[src/rtl/wbu_coh_pkg.sv]
`timescale 1ns/1ps
package wbu_coh_pkg;
  typedef enum logic [1:0] {
    LS_EXCL    = 2'd0,
    LS_SHCLEAN = 2'd1,
    LS_SHMOD   = 2'd2,
    LS_MOD     = 2'd3
  } lineState_e;

  typedef enum logic [1:0] {
    BC_IDLE   = 2'd0,
    BC_READ   = 2'd1,
    BC_UPDATE = 2'd2,
    BC_WRBACK = 2'd3
  } busCmd_e;

  typedef struct packed {
    logic       fill;
    logic       fillShared;
    logic       wrWord;
    logic       setState;
    lineState_e newState;
    logic       evict;
  } dpStrobe_t;
endpackage

[src/rtl/wbu_datapath.sv]
`timescale 1ns/1ps
module wbu_datapath
  import wbu_coh_pkg::*;
#(
  parameter int NUM_LINES = 4,
  parameter int WORDS     = 4,
  parameter int WORD_W    = 32,
  parameter int ADDR_W    = 12,
  localparam int OFF_W    = $clog2(WORDS),
  localparam int IDX_W    = $clog2(NUM_LINES),
  localparam int BLK_AW   = ADDR_W - OFF_W,
  localparam int TAG_W    = BLK_AW - IDX_W,
  localparam int BLK_W    = WORDS * WORD_W
) (
  input  logic              clk,
  input  logic              rstN,
  input  dpStrobe_t         strb,
  input  logic [ADDR_W-1:0] cpuAddr,
  input  logic [WORD_W-1:0] cpuWdata,
  input  busCmd_e           busCmd,
  input  logic              busGnt,
  input  logic [BLK_W-1:0]  busFillData,
  input  logic              snpValid,
  input  logic [1:0]        snpCmd,
  input  logic [BLK_AW-1:0] snpAddr,
  input  logic [OFF_W-1:0]  snpWord,
  input  logic [WORD_W-1:0] snpWordData,
  output logic              cpuHit,
  output lineState_e        cpuState,
  output logic              victimDirty,
  output logic [WORD_W-1:0] cpuRdata,
  output logic [BLK_AW-1:0] busAddr,
  output logic [OFF_W-1:0]  busWord,
  output logic [WORD_W-1:0] busWordData,
  output logic [BLK_W-1:0]  busBlockOut,
  output logic              snpShared,
  output logic              snpFlush,
  output logic [BLK_W-1:0]  snpFlushData
);
  logic             presentQ [NUM_LINES];
  logic [TAG_W-1:0] tagQ     [NUM_LINES];
  lineState_e       stateQ   [NUM_LINES];
  logic [BLK_W-1:0] dataQ    [NUM_LINES];

  logic [BLK_AW-1:0] reqBlk;
  logic [OFF_W-1:0]  reqOff;
  logic [IDX_W-1:0]  reqIdx;
  logic [TAG_W-1:0]  reqTag;
  logic [IDX_W-1:0]  snpIdx;
  logic [TAG_W-1:0]  snpTag;
  logic              snpHit;
  logic              snpIsUpd;

  assign reqBlk = cpuAddr[ADDR_W-1:OFF_W];
  assign reqOff = cpuAddr[OFF_W-1:0];
  assign reqIdx = reqBlk[IDX_W-1:0];
  assign reqTag = reqBlk[BLK_AW-1:IDX_W];
  assign snpIdx = snpAddr[IDX_W-1:0];
  assign snpTag = snpAddr[BLK_AW-1:IDX_W];

  // processor-side lookup
  assign cpuHit      = presentQ[reqIdx] && (tagQ[reqIdx] == reqTag);
  assign cpuState    = stateQ[reqIdx];
  assign victimDirty = presentQ[reqIdx] &&
                       (stateQ[reqIdx] == LS_MOD || stateQ[reqIdx] == LS_SHMOD);
  assign cpuRdata    = dataQ[reqIdx][reqOff*WORD_W +: WORD_W];

  // bus master fields; a writeback names the victim block
  assign busAddr     = (busCmd == BC_WRBACK) ? {tagQ[reqIdx], reqIdx} : reqBlk;
  assign busWord     = reqOff;
  assign busWordData = cpuWdata;
  assign busBlockOut = dataQ[reqIdx];

  // snoop side
  assign snpIsUpd     = (snpCmd == BC_UPDATE);
  assign snpHit       = snpValid && presentQ[snpIdx] && (tagQ[snpIdx] == snpTag) &&
                        (snpCmd == BC_READ || snpIsUpd);
  assign snpShared    = snpHit;
  assign snpFlush     = snpHit && !snpIsUpd &&
                        (stateQ[snpIdx] == LS_MOD || stateQ[snpIdx] == LS_SHMOD);
  assign snpFlushData = dataQ[snpIdx];

  always_ff @(posedge clk or negedge rstN) begin
    if (!rstN) begin
      for (int i = 0; i < NUM_LINES; i++) begin
        presentQ[i] <= 1'b0;
        tagQ[i]     <= '0;
        stateQ[i]   <= LS_EXCL;
      end
    end else begin
      if (strb.evict) presentQ[reqIdx] <= 1'b0;
      if (strb.fill) begin
        presentQ[reqIdx] <= 1'b1;
        tagQ[reqIdx]     <= reqTag;
        stateQ[reqIdx]   <= strb.fillShared ? LS_SHCLEAN : LS_EXCL;
      end
      if (strb.setState) stateQ[reqIdx] <= strb.newState;
      if (snpHit) begin
        if (snpIsUpd)                        stateQ[snpIdx] <= LS_SHCLEAN;
        else if (stateQ[snpIdx] == LS_MOD)   stateQ[snpIdx] <= LS_SHMOD;
        else if (stateQ[snpIdx] == LS_EXCL)  stateQ[snpIdx] <= LS_SHCLEAN;
      end
    end
  end

  always_ff @(posedge clk) begin
    if (strb.fill)   dataQ[reqIdx] <= busFillData;
    if (strb.wrWord) dataQ[reqIdx][reqOff*WORD_W +: WORD_W] <= cpuWdata;
    if (snpHit && snpIsUpd) dataQ[snpIdx][snpWord*WORD_W +: WORD_W] <= snpWordData;
  end


  flush_has_shared_chk: assert property (@(posedge clk) disable iff (!rstN)
    snpFlush |-> snpShared);


  update_from_shared_chk: assert property (@(posedge clk) disable iff (!rstN)
    (busGnt && busCmd == BC_UPDATE) |->
      (cpuHit && (cpuState == LS_SHCLEAN || cpuState == LS_SHMOD)));
endmodule

[src/rtl/wbu_ctrl.sv]
`timescale 1ns/1ps
module wbu_ctrl
  import wbu_coh_pkg::*;
(
  input  logic       clk,
  input  logic       rstN,
  input  logic       cpuReq,
  input  logic       cpuWr,
  input  logic       cpuHit,
  input  lineState_e cpuState,
  input  logic       victimDirty,
  input  logic       busGnt,
  input  logic       busShared,
  input  logic       snpValid,
  output logic       cpuDone,
  output logic       busReq,
  output busCmd_e    busCmd,
  output dpStrobe_t  strb
);
  typedef enum logic [1:0] {CS_IDLE, CS_WRBACK, CS_READ, CS_UPDATE} ctlState_e;
  ctlState_e stQ, stD;

  always_ff @(posedge clk or negedge rstN) begin
    if (!rstN) stQ <= CS_IDLE;
    else       stQ <= stD;
  end

  always_comb begin
    stD     = stQ;
    strb    = '0;
    cpuDone = 1'b0;
    busReq  = 1'b0;
    busCmd  = BC_IDLE;
    unique case (stQ)
      CS_IDLE: begin
        if (cpuReq && !snpValid) begin
          if (cpuHit) begin
            if (!cpuWr) begin
              cpuDone = 1'b1;
            end else if (cpuState == LS_EXCL || cpuState == LS_MOD) begin
              strb.wrWord   = 1'b1;
              strb.setState = 1'b1;
              strb.newState = LS_MOD;
              cpuDone       = 1'b1;
            end else begin
              stD = CS_UPDATE;
            end
          end else begin
            stD = victimDirty ? CS_WRBACK : CS_READ;
          end
        end
      end
      CS_WRBACK: begin
        busReq = 1'b1;
        busCmd = BC_WRBACK;
        if (busGnt) begin
          strb.evict = 1'b1;
          stD        = CS_READ;
        end
      end
      CS_READ: begin
        busReq = 1'b1;
        busCmd = BC_READ;
        if (busGnt) begin
          strb.fill       = 1'b1;
          strb.fillShared = busShared;
          stD             = CS_IDLE;
        end
      end
      CS_UPDATE: begin
        busReq = 1'b1;
        busCmd = BC_UPDATE;
        if (busGnt) begin
          strb.wrWord   = 1'b1;
          strb.setState = 1'b1;
          strb.newState = busShared ? LS_SHMOD : LS_MOD;
          cpuDone       = 1'b1;
          stD           = CS_IDLE;
        end
      end
      default: stD = CS_IDLE;
    endcase
  end


  wb_then_read_chk: assert property (@(posedge clk) disable iff (!rstN)
    (busGnt && busCmd == BC_WRBACK) |=> (busReq && busCmd == BC_READ));


  req_held_chk: assert property (@(posedge clk) disable iff (!rstN)
    (busReq && !busGnt && cpuReq) |=> (busReq && $stable(busCmd)));


  done_needs_req_chk: assert property (@(posedge clk) disable iff (!rstN)
    cpuDone |-> cpuReq);


  grant_snoop_excl_chk: assert property (@(posedge clk) disable iff (!rstN)
    busGnt |-> !snpValid);
endmodule

[src/rtl/wbu_coherence_ctrl.sv]
`timescale 1ns/1ps
module wbu_coherence_ctrl
  import wbu_coh_pkg::*;
#(
  parameter int NUM_LINES = 4,
  parameter int WORDS     = 4,
  parameter int WORD_W    = 32,
  parameter int ADDR_W    = 12,
  localparam int OFF_W    = $clog2(WORDS),
  localparam int BLK_AW   = ADDR_W - OFF_W,
  localparam int BLK_W    = WORDS * WORD_W
) (
  input  logic              clk,
  input  logic              rstN,
  input  logic              cpuReq,
  input  logic              cpuWr,
  input  logic [ADDR_W-1:0] cpuAddr,
  input  logic [WORD_W-1:0] cpuWdata,
  output logic [WORD_W-1:0] cpuRdata,
  output logic              cpuDone,
  output logic              busReq,
  input  logic              busGnt,
  output logic [1:0]        busCmd,
  output logic [BLK_AW-1:0] busAddr,
  output logic [OFF_W-1:0]  busWord,
  output logic [WORD_W-1:0] busWordData,
  output logic [BLK_W-1:0]  busBlockOut,
  input  logic [BLK_W-1:0]  busFillData,
  input  logic              busShared,
  input  logic              snpValid,
  input  logic [1:0]        snpCmd,
  input  logic [BLK_AW-1:0] snpAddr,
  input  logic [OFF_W-1:0]  snpWord,
  input  logic [WORD_W-1:0] snpWordData,
  output logic              snpShared,
  output logic              snpFlush,
  output logic [BLK_W-1:0]  snpFlushData
);
  dpStrobe_t  strb;
  busCmd_e    cmdInt;
  logic       cpuHit;
  lineState_e cpuState;
  logic       victimDirty;

  assign busCmd = cmdInt;

  wbu_ctrl ctrl_i (
    .clk, .rstN, .cpuReq, .cpuWr, .cpuHit, .cpuState, .victimDirty,
    .busGnt, .busShared, .snpValid, .cpuDone, .busReq,
    .busCmd(cmdInt), .strb
  );

  wbu_datapath #(
    .NUM_LINES(NUM_LINES), .WORDS(WORDS), .WORD_W(WORD_W), .ADDR_W(ADDR_W)
  ) dp_i (
    .clk, .rstN, .strb, .cpuAddr, .cpuWdata, .busCmd(cmdInt), .busGnt,
    .busFillData, .snpValid, .snpCmd, .snpAddr, .snpWord, .snpWordData,
    .cpuHit, .cpuState, .victimDirty, .cpuRdata, .busAddr, .busWord,
    .busWordData, .busBlockOut, .snpShared, .snpFlush, .snpFlushData
  );
endmodule

[config.mk]
export PLATFORM = sky130hd
export DESIGN_NAME = wbu_coherence_ctrl
export DESIGN_NICKNAME = d
export VERILOG_FILES = /design/src/rtl/wbu_coh_pkg.sv /design/src/rtl/wbu_datapath.sv /design/src/rtl/wbu_ctrl.sv /design/src/rtl/wbu_coherence_ctrl.sv
export SDC_FILE = /design/constraint.sdc
export NUM_CORES = 1
export LEC_CHECK = 0
export CAP_MARGIN = 40
export CORE_MARGIN = 2
export CORE_UTILIZATION = 40
export CTS_CLUSTER_SIZE = 12
export DETAILED_ROUTE_END_ITERATION = 6
export GPL_ROUTABILITY_DRIVEN = 0
export PLACE_DENSITY_LB_ADDON = 0.3
export SLEW_MARGIN = 10
export SYNTH_ARGS = -nofsm -noshare
export SYNTH_HDL_FRONTEND = slang
export SYNTH_HIERARCHICAL = 1
export SYNTH_SLANG_ARGS = --single-unit
[constraint.sdc]
create_clock -name clk -period 6.72 [get_ports clk]
set_input_delay 1.008 -clock clk [delete_from_list [all_inputs] [get_ports clk]]
set_output_delay 1.008 -clock clk [all_outputs]
set_load 0.005 [all_outputs]
==> summary.txt <==
Pwr
  – Leak: 12.9 nW
  – Total Power: 9.84 mW
  – Worst VDD drop: 0.258 mV
  – Pwr dens: 234 nW/um2

Timing
  – Final worst-path cycle share: 80.9%
  – RSZ-0062 raised after global routing: false
  – Actual slew at the worst max-slew pin: 1020 ps
  – Max Fclk: 184 MHz
  – Final Hold Viols: 0
  – TNS Setup: 0 ps
  – Final Setup Violations: 0
  – Min Tclk post-route: 5440 ps
  – Slew HR: 32.1%
  – Max Clock Skew: 21.5 ps
  – Slew Viols, Final: 0

Placed design
  – Hpwl dp: 89800 um
  – I/O Buffers: 562

Worst setup path
  – Critical path's largest stage delay: 640 ps
  – Crit path cell chain: buf_8 > mux4_2 > xnor2_1 > nand4_1 > nor4_1 > and3_1 > nand3_1 > or3_2 > a21oi_1 > buf_4 > nand2_2 > nor4b_2 > buf_4 > a22oi_1 > mux2i_1
  – Most Frequent Cell on Critical Path: buf_4
  – WP buf/inv: 3
  – CP startpoint: cpuAddr[2]
  – Crit end category: flop
  – Arrival time at the worst endpoint: 5900 ps
  – Reg-to-Reg End: dp_i/dataQ[0][20]$_DFFE_PP_
  – Setup Crit Path Kind: input port to flop
  – Worst R2R Start: dp_i/tagQ[4]$_DFFE_PN0P_
  – WP data required: 7180 ps
  – Crit path capture: dp_i/dataQ[0][20]$_DFFE_PP_
  – Worst reg2reg path depth: 14
  – CP delay by family, top: simple AND/OR/NAND/NOR gates
  – Crit Path Max Fanout: 66
  – Worst R2R Setup Slack: 1990 ps
  – Crit start category: input port
  – Stages on the worst setup path: 15
  – Slowest CP cell: mux4_2

Finish
  – Most frequent cells in the layout: clkdlybuf4s50_1, mux2i_1, edfxtp_1
  – Nets: 2836
  – Synth-to-layout area growth: 25.4%
  – # fillers: 6975
  – Layout cells sized above 1: 21.1%
  – Commonest non-fill, non-tap cell in the layout: clkdlybuf4s50_1

Route
  – Drt total wl: 134000 um
  – WL/cell: 35.8 um
  – Initial drt markers: 2991
  – Antenna-violating nets left: 0
  – DRC Markers: 0
  – Drt via density: 6.52
  – Pre-antenna DRT Iters: 6
  – DR vias: 24300

Hold path
  – Hold crit path type: input port to async pin

CTS
  – CTS tree: built
  – Clock latency on the worst-skew pair: 630 ps
  – Post-CTS Setup Inserts: 0
  – CTS Buffer Depth: 3
  – CTS buffer count: 61
  – Root Buffer: clkbuf_16
  – Clock sinks: 558
  – Cts hold-fix bufs: 0
  – Worst-path clk slew: 60 ps
  – CTS HTree Levels: 2
  – Resized Gates After CTS: 0

Global route
  – Number of global-route vias before repair: 24814
  – Tot GR Track Use: 30.4%
  – Largest net degree at the start of global routing: 86
  – First-pass GRT wire length: 185000 um
  – Initial antenna violation count: 10
  – GRT overflow: 0

Die
  – Io pins: 563
  – Site Rows: 106
  – Area of the die: 86100 um2
  – Initial core utilization: 40.2%
  – Core area: 83300 um2
  – Die Y: 293 um
  – DIE WIDTH: 293 um

Synthesis
  – Yosys warning total: 6
  – Mapped Area: 33500 um2
  – Mapped Avg Cell Area: 15.9 um2
  – Yosys cell types: 50
  – #FFs+latches synth: 558
  – Post-Syn Nets: 2346
  – Cells after Synth: 2106
  – Sequential area share after synthesis: 49.3%

Flow run
  – Max Cap Violations: 0

Status
  – Status: finished clean
## synthesized netlist by cell type, drive strengths merged
| library cell | number | area [um2] |
|---|---|---|
| nor3b | 4 | 30.0 |
| or2 | 1 | 6.26 |
| o21ai | 7 | 35.0 |
| and2 | 7 | 43.8 |
| nor4b | 3 | 26.3 |
| a211oi | 2 | 20.0 |
| o22ai | 3 | 18.8 |
| nand4 | 5 | 31.3 |
| and4 | 1 | 8.76 |
| inv | 10 | 37.5 |
| nand2b | 7 | 43.8 |
| or3b | 2 | 17.5 |
| mux2i | 512 | 5120 |
| o21a | 3 | 22.5 |
| or4 | 5 | 37.5 |
| a31oi | 1 | 6.26 |
| o21ba | 1 | 10.0 |
| nand2 | 158 | 601 |
| xor2 | 6 | 52.6 |
| or3 | 2 | 13.8 |
| a22oi | 128 | 961 |
| nor2b | 6 | 37.5 |
| clkbuf | 68 | 255 |
| dfrtp | 46 | 1150 |
| nand3 | 18 | 90.1 |
| xnor2 | 11 | 104 |
| edfxtp | 512 | 15400 |
| mux2 | 41 | 462 |
| nor4 | 24 | 390 |
| and3 | 3 | 18.8 |
| nor3 | 6 | 30.0 |
| o32ai | 2 | 17.5 |
| nor2 | 12 | 45.0 |
| a21oi | 9 | 45.0 |
| ha | 15 | 188 |
| a21o | 18 | 135 |
| mux4 | 310 | 7000 |
| buf | 137 | 1010 |
## per-layer routing
layer	share of wire (%)	vias to the layer above	wire length (um)	GRT usage, %
met5	0.039	-	52	0
met4	4.7	8	6240	12.4
met3	10	293	13600	6.13
met2	49	1602	65200	50.8
met1	36	12730	48400	38.8
li1	-	9667	-	-
## cells by family (layout without fill, tap and decap cells)
| family | count (synthesis) | in the layout | synth area share [%] |
|---|---|---|---|
| DFF | 558 | 558 | 49.3 |
| adders and majority gates | 15 | 15 | 0.560 |
| xor gates and xnor gates | 17 | 17 | 0.467 |
| and+or+nand+nor | 264 | 264 | 4.39 |
| buffers and inverters | 215 | 753 | 3.88 |
| AOI/OAI and AO/OA | 174 | 174 | 3.79 |
| other | 0 | 5 | 0 |
| muxes | 863 | 863 | 37.6 |
## area by class of cell
type                    instances  area (um2)  share of cell area (%)
diodes                          5        12.5                  0.0298
clock buffers                  80        1690                    4.03
clock inverters                31         194                   0.462
inverters                      10        37.5                  0.0894
multi-input cells            1333       15800                    37.5
flip-flops and latches        558       16500                    39.4
well taps                    1080        1350                    3.22
repair buffers                632        6430                    15.3
## registers in the layout, indices dropped and copies added, names as in the netlist
register and count:
ctrl_i/stQ 2, dp_i/dataQ 512, dp_i/presentQ 4, dp_i/stateQ 8, dp_i/tagQ 32
## report_power, final
part	internal [mW]	switching [mW]	total, mW
Sequential	4.13	0.153	4.28
Combinational	1.13	1.19	2.32
Clock	1.83	1.41	3.24
Total	7.08	2.76	9.84
## worst min-delay path by stage
stage,from,end,depth (start not counted)
final,rstN,dp_i/tagQ[8]$_DFFE_PN0P_,1
after global routing,rstN,dp_i/tagQ[27]$_DFFE_PN0P_,1
after CTS,rstN,dp_i/tagQ[8]$_DFFE_PN0P_,1
after detailed placement,dp_i/presentQ[1]$_DFF_PN0_,dp_i/presentQ[1]$_DFF_PN0_,2
after global placement,dp_i/presentQ[0]$_DFF_PN0_,dp_i/presentQ[0]$_DFF_PN0_,2
after floorplan,dp_i/presentQ[1]$_DFF_PN0_,dp_i/presentQ[1]$_DFF_PN0_,2
## per-stage QoR
| step | worst slack (ps) | hold WS [ps] | area (um2) | util (%) | cells |
|---|---|---|---|---|---|
| 3_3_place_gp | 745 | 474 | 40000 | 48.0 | 3607 |
| 4_1_cts | 1280 | 282 | 42000 | 50.4 | 3723 |
| 5_1_grt | 1020 | 300 | 42000 | 50.4 | 3728 |
| 6_report | 1280 | 293 | 42000 | 50.4 | 3729 |
| 3_5_place_dp | 680 | 480 | 40100 | 48.1 | 3612 |
| 2_1_floorplan | 1510 | 456 | 33500 | - | 2106 |
(Power assumes the default switching activity.)
